### src/rtl/shift_unit_pkg.sv
package shift_unit_pkg;
  typedef enum logic [1:0] {
    K_SLL  = 2'b00,
    K_SRL  = 2'b01,
    K_SRA  = 2'b10,
    K_ROTR = 2'b11
  } shift_kind_e;

  typedef enum logic [1:0] {
    S_IMM   = 2'b00,
    S_IMM32 = 2'b01,
    S_VAR   = 2'b10,
    S_BAD   = 2'b11
  } amt_src_e;
endpackage

### src/rtl/amt_select.sv
module amt_select
  import shift_unit_pkg::*;
#(
  parameter int unsigned AW = 6
) (
  input  amt_src_e         src_i,
  input  logic [AW-2:0]    imm_i,
  input  logic [AW-1:0]    reg_amt_i,
  output logic [AW-1:0]    amt_o,
  output logic             bad_o
);
  always_comb begin
    amt_o = '0;
    bad_o = 1'b0;
    unique case (src_i)
      S_IMM:   amt_o = {1'b0, imm_i};
      S_IMM32: amt_o = {1'b1, imm_i};  // imm + half word width
      S_VAR:   amt_o = reg_amt_i;
      default: bad_o = 1'b1;
    endcase
  end
endmodule

### src/rtl/rotr_barrel.sv
module rotr_barrel #(
  parameter int unsigned W  = 64,
  parameter int unsigned AW = $clog2(W)
) (
  input  logic [W-1:0]  data_i,
  input  logic [AW-1:0] rot_i,
  output logic [W-1:0]  data_o
);
  logic [W-1:0] stage [AW+1];

  assign stage[0] = data_i;

  for (genvar s = 0; s < AW; s++) begin : g_stage
    localparam int unsigned D = 1 << s;
    assign stage[s+1] = rot_i[s] ? {stage[s][D-1:0], stage[s][W-1:D]} : stage[s];
  end

  assign data_o = stage[AW];
endmodule

### src/rtl/shift_finish.sv
module shift_finish
  import shift_unit_pkg::*;
#(
  parameter int unsigned W  = 64,
  parameter int unsigned AW = $clog2(W)
) (
  input  shift_kind_e   kind_i,
  input  logic [AW-1:0] amt_i,
  input  logic          sign_i,
  input  logic [W-1:0]  rot_i,
  output logic [W-1:0]  res_o
);
  logic [W-1:0] keep_mask;

  always_comb begin
    unique case (kind_i)
      K_SLL:         keep_mask = {W{1'b1}} << amt_i;
      K_SRL, K_SRA:  keep_mask = {W{1'b1}} >> amt_i;
      default:       keep_mask = {W{1'b1}};
    endcase
  end

  always_comb begin
    res_o = rot_i & keep_mask;
    if (kind_i == K_SRA && sign_i) res_o = res_o | ~keep_mask;
  end
endmodule

### src/rtl/shift_rot64_unit.sv
module shift_rot64_unit
  import shift_unit_pkg::*;
#(
  parameter int unsigned W       = 64,
  parameter bit          REG_OUT = 1'b1
) (
  input  logic          clk_i,
  input  logic          rst_ni,
  input  logic [3:0]    op_i,
  input  logic [W-1:0]  data_i,
  input  logic [W-1:0]  amt_reg_i,
  input  logic [$clog2(W)-2:0] imm_i,
  output logic [W-1:0]  result_o
);
  localparam int unsigned AW = $clog2(W);

  shift_kind_e  kind;
  amt_src_e     src;
  logic [AW-1:0] amt;
  logic [AW-1:0] rot_amt;
  logic          bad_code;
  logic [W-1:0]  rotated;
  logic [W-1:0]  shaped;
  logic [W-1:0]  res_d;
  logic          unused_amt_hi;

  assign kind = shift_kind_e'(op_i[3:2]);
  assign src  = amt_src_e'(op_i[1:0]);
  assign unused_amt_hi = ^amt_reg_i[W-1:AW];

  amt_select #(.AW(AW)) i_amt_select (
    .src_i     (src),
    .imm_i     (imm_i),
    .reg_amt_i (amt_reg_i[AW-1:0]),
    .amt_o     (amt),
    .bad_o     (bad_code)
  );

  // left shift = right rotate by (W - n) mod W
  assign rot_amt = (kind == K_SLL) ? AW'(0) - amt : amt;

  rotr_barrel #(.W(W), .AW(AW)) i_rotr_barrel (
    .data_i (data_i),
    .rot_i  (rot_amt),
    .data_o (rotated)
  );

  shift_finish #(.W(W), .AW(AW)) i_shift_finish (
    .kind_i (kind),
    .amt_i  (amt),
    .sign_i (data_i[W-1]),
    .rot_i  (rotated),
    .res_o  (shaped)
  );

  assign res_d = bad_code ? '0 : shaped;


  imm32_range_chk: assert property (@(posedge clk_i) disable iff (!rst_ni)
    src == S_IMM32 |-> amt >= AW'(W/2));

  if (REG_OUT) begin : g_reg
    always_ff @(posedge clk_i or negedge rst_ni) begin
      if (!rst_ni) result_o <= '0;
      else         result_o <= res_d;
    end


    bad_code_zero_chk: assert property (@(posedge clk_i) disable iff (!rst_ni)
      (rst_ni && src == S_BAD) |=> result_o == '0);

    srl_msb_clear_chk: assert property (@(posedge clk_i) disable iff (!rst_ni)
      (rst_ni && kind == K_SRL && src != S_BAD && amt != '0) |=> !result_o[W-1]);

    sra_sign_fill_chk: assert property (@(posedge clk_i) disable iff (!rst_ni)
      (rst_ni && kind == K_SRA && src != S_BAD) |=> result_o[W-1] == $past(data_i[W-1]));

    rotr_popcount_chk: assert property (@(posedge clk_i) disable iff (!rst_ni)
      (rst_ni && kind == K_ROTR && src != S_BAD)
        |=> $countones(result_o) == $countones($past(data_i)));

    rotr_zero_ident_chk: assert property (@(posedge clk_i) disable iff (!rst_ni)
      (rst_ni && kind == K_ROTR && src != S_BAD && amt == '0) |=> result_o == $past(data_i));
  end else begin : g_comb
    assign result_o = res_d;


    bad_code_zero_chk: assert property (@(posedge clk_i) disable iff (!rst_ni)
      src == S_BAD |-> result_o == '0);

    rotr_zero_ident_chk: assert property (@(posedge clk_i) disable iff (!rst_ni)
      (kind == K_ROTR && src != S_BAD && amt == '0) |-> result_o == data_i);
  end
endmodule

### config.mk
export PLATFORM = sky130hd
export DESIGN_NAME = shift_rot64_unit
export DESIGN_NICKNAME = d
export VERILOG_FILES = /design/src/rtl/shift_unit_pkg.sv /design/src/rtl/amt_select.sv /design/src/rtl/rotr_barrel.sv /design/src/rtl/shift_finish.sv /design/src/rtl/shift_rot64_unit.sv
export SDC_FILE = /design/constraint.sdc
export NUM_CORES = 1
export LEC_CHECK = 0
export BUFFER_PORTS_ARGS = -buffer_cell sky130_fd_sc_hd__buf_2
export CELL_PAD_IN_SITES_DETAIL_PLACEMENT = 1
export CELL_PAD_IN_SITES_GLOBAL_PLACEMENT = 2
export CORE_MARGIN = 3
export CORE_UTILIZATION = 41
export DETAILED_ROUTE_END_ITERATION = 8
export HOLD_SLACK_MARGIN = 0.15
export PLACE_DENSITY = 0.95
export SETUP_SLACK_MARGIN = 0.02
export SLEW_MARGIN = 20
export SYNTH_ARGS = -nofsm -noshare
export SYNTH_HDL_FRONTEND = slang
export SYNTH_HIERARCHICAL = 1
export SYNTH_SLANG_ARGS = --single-unit
export TNS_END_PERCENT = 5
### constraint.sdc
create_clock -name clk_i -period 1.3 [get_ports clk_i]
set_input_delay 0.325 -clock clk_i [delete_from_list [all_inputs] [get_ports clk_i]]
set_output_delay 0.325 -clock clk_i [all_outputs]
set_load 0.05 [all_outputs]
==> results.txt <==
The flow ran to the end, but the final reports show violations. The final reports fail on setup timing. The worst path in the final design needs a cycle of 3580 ps, including I/O delays and setup.

The run gives 0 as the aggregate global routing overflow. The worst setup path is launched from an input port. The slowest stage of the critical path is the mux4_2 cell. The first global-routing pass estimated 59900 um of wire. Pin placement for this block handled 203 I/O pins. No sink is reached through more buffers than the 2 on the longest clock path.

The tree is rooted in a clkbuf_16. The critical path goes through buf_8 > nor2b_4 > a22o_4 > buf_6 > nor3_4 > nor2_4 > xor2_4 > buf_6 > buf_16 > mux4_2 > mux4_2 > mux4_2 > mux2_4 > nor2b_4. Using the TritonRoute via totals, the vias-per-cell ratio works out to 7.46. The run gives 813 as the number of nets in the synthesized netlist.

The number of placement rows was 53. For the worst setup path, the data arrival time is 3810 ps. In the routed design, unresolved DRC markers number 0. The number of DRC markers after the initial detailed-route iteration is 1166.

result_o holds more flip-flops than any other register. The endpoint class of the critical path is a flip-flop. In the final routed layout, each cell accounts on average for 35.1 um. The switching part of the total works out to 45.4%. After legalization and detailed placement, the total HPWL measured 30400 um.

The tools report the number of hold-slack violations in the final timing report as 0. Most common flop cell mapped by yosys: dfrtp_1. The cell family contributing the most delay on the critical path is multiplexers. Ranked by total cell area, the synthesized netlist is headed by mux4_2, dfrtp_1, mux2_2, nor2b_1, a221oi_1. The initial antenna violation count was 3.

Of the total power, combinational logic draws 69.4%. The post-synthesis async set-or-reset flop share came out at 100%. TritonCTS built the clock tree. The logs give 0 for the antenna diode count and 23900 um^2 for the floorplan die area.

From bottom edge to top edge, the die measures 155 um. The number of buffers created by CTS is 9, and the number of flops mapped to enable cells by yosys is 0. The run gives 6 as the total number of yosys warnings. The run gives -2280 ps as the final worst slack.

The maximum clock rate was 279 MHz; the net total in the final layout was 1028. The largest registers in the layout are result_o x64. The total routing resource utilization after global routing is 33.3%, and the area growth from synthesis to layout is 31.5%. Summing internal, switching and leakage power gives 17800 uW. The number of max-slew violations in the final report was 0; the distinct cell type count of the synthesized netlist was 67. The analysis attributes to net switching a power of 8100 uW. In the synthesized netlist, the number of instances is 670. Per report_power, the sequential group accounts for 15.6% of the total. The class of the most critical hold timing path was in2async. The relative slew slack is 30.3%, and the number of input and output port buffers inserted is 144. CTS built an H-tree with a depth of 3. The clock power share came out at 15.0%. The internal power contribution was 9730 uW.

Setup repair after global routing could not meet its margin everywhere. Yosys instantiated no cell more often than mux4_2. The power density relative to cell area is 1500 nW/um^2, and the maximum single-stage delay on the critical path is 630 ps.

Setup violations remaining at the end of the flow were counted as 66. Summed over all failing endpoints, the final setup total negative slack is -142550 ps. The cell that appears most often on the critical path is mux4_2. From left edge to right edge, the die measures 155 um. Of the synthesized area, sequential elements account for 17.7%. The first detailed-routing pass took 5 iterations. In this run the mean area of a mapped cell was 13.5 um^2.

The share of cells above drive strength 1 is 69.6%. Summed over its instances, the top area cell type makes up 47.0% of the synthesized netlist area. The tools report the starting utilization of the core area as 42.4%. The tools report the startpoint of the most critical setup path as op_i[1].

The number of global-route vias before repair was 9024; the final antenna-violating net count was 0. The routed design has 40900 um of wire. The tools report the netlist area before placement as 9050 um^2. The share of the core filled with cells is 55.7%. Summed over all cells, the static leakage comes to 0.00484 uW. The layout has 2143 filler cells. Timing analysis after detailed placement gives a worst setup slack of -2660 ps.

Clock-pin slew was measured on the worst setup and hold paths at 60 ps. Across the run, the number of max-cap violations was 0. At the pin with the least slew margin, the transition time is 1050 ps. In this run the worst path has a maximum fanout of 7. The biggest area contributor in the post-synthesis netlist is mux4_2. The total via count in the routed design is 8692. The maximum number of pins on one net before global-route repair is 76, and the final weighted congestion in routability-driven placement is 1.01. The total core area came out at 21400 um^2. Path type of the worst setup path: in2reg.

The tools report the hold slack as 437 ps. The register with the most flip-flops in the layout has 64 of them. The synthesized design contains 64 register bits. The tools report the number of sinks handled by clock tree synthesis as 64. The commonest cells after synthesis are mux4_2, dfrtp_1, mux2_2, nor2b_1, clkbuf_1.

For the worst setup path, the data required time is 1520 ps. The fraction of the cycle the final worst path needs is 276%. The sum of buffers and inverters on the critical path works out to 4. Across the VDD grid, the largest voltage drop is 0.697 mV.
-- timing repair --
item | in CTS | in global routing
pin swaps | 4 | 5
hold buffers | 1 | 0
cloned | 4 | 4
buffers inserted | 10 | 6
resized for setup | 88 | 32
endpoints found under the hold margin | 9 | 0
setup endpoints to repair | 89 | 77
-- logic make-up (layout without fill, tap and decap cells) --
| group | Yosys count | in the layout | share of synthesized area (%) |
|---|---|---|---|
| multiplexers | 258 | 258 | 56.2 |
| AND/OR/NAND/NOR | 135 | 135 | 9.41 |
| AO/OA/AOI/OAI | 110 | 110 | 9.62 |
| buffers and inverters | 95 | 315 | 6.15 |
| flip-flops | 64 | 64 | 17.7 |
| adder cells (fa/ha/maj) | 4 | 4 | 0.553 |
| XOR/XNOR | 4 | 4 | 0.387 |
-- cell usage in the layout (no fill, tap or decap), drive strengths merged, types with 3 or more instances in the layout --
master  instances
a221oi         30
and2b          18
o21ai          17
nor3            6
and2            6
a21oi          21
nand2          12
buf           281
a22oi           4
nor2b          52
a22o            5
mux2           65
clkbuf         18
inv             9
mux4          192
nor3b           3
a211oi          6
o22ai           5
nand3           5
or2             7
ha              4
nor2           18
xor2            4
dfrtp          64
clkinv          3
-- final cells by class --
class	instances	area, um^2	share of cell area, %
multi-input cells	511	7220	60.6
repair buffers	291	2380	20.0
flip-flops and latches	64	1600	13.5
well taps	275	344	2.89
clock buffers	9	225	1.89
clock inverters	7	95.1	0.799
inverters	8	32.5	0.273
-- through the flow --
stage / instances / instance area, um^2
floorplan: 670 / 9100
global placement: 1128 / 10900
detailed placement: 1128 / 10900
CTS: 1159 / 11800
global route: 1165 / 11900
finish: 1165 / 11900
-- power by group through the flow --
stage / clock network (uW) / logic, uW / registers (uW)
final: 2680 / 12400 / 2780
after global placement: 0 / 10600 / 2750
after global routing: 2790 / 12600 / 2820
after CTS: 2720 / 11800 / 2770
after floorplan: 0 / 5680 / 4540
after detailed placement: 0 / 11100 / 2780
-- path summary, 6_finish.rpt --
kind | slack (ps) | end | cells past startpoint
worst max-delay path | -2280 | result_o[55] | 14
worst min-delay path | 440 | result_o[54] | 2
max in group asynchronous | 340 | result_o[52] | 3
min in group clk_i | 720 | result_o[1] | 5
-- routing by layer --
layer  track usage, %  up-vias  routed length, um
met5                0        -                 40
met4             17.5        6               2980
met3             7.67      220               4450
met2             56.6      798              19900
met1             39.4     4411              13500
li1                 -     3257                  -
Power figures use the tool's default switching activity.
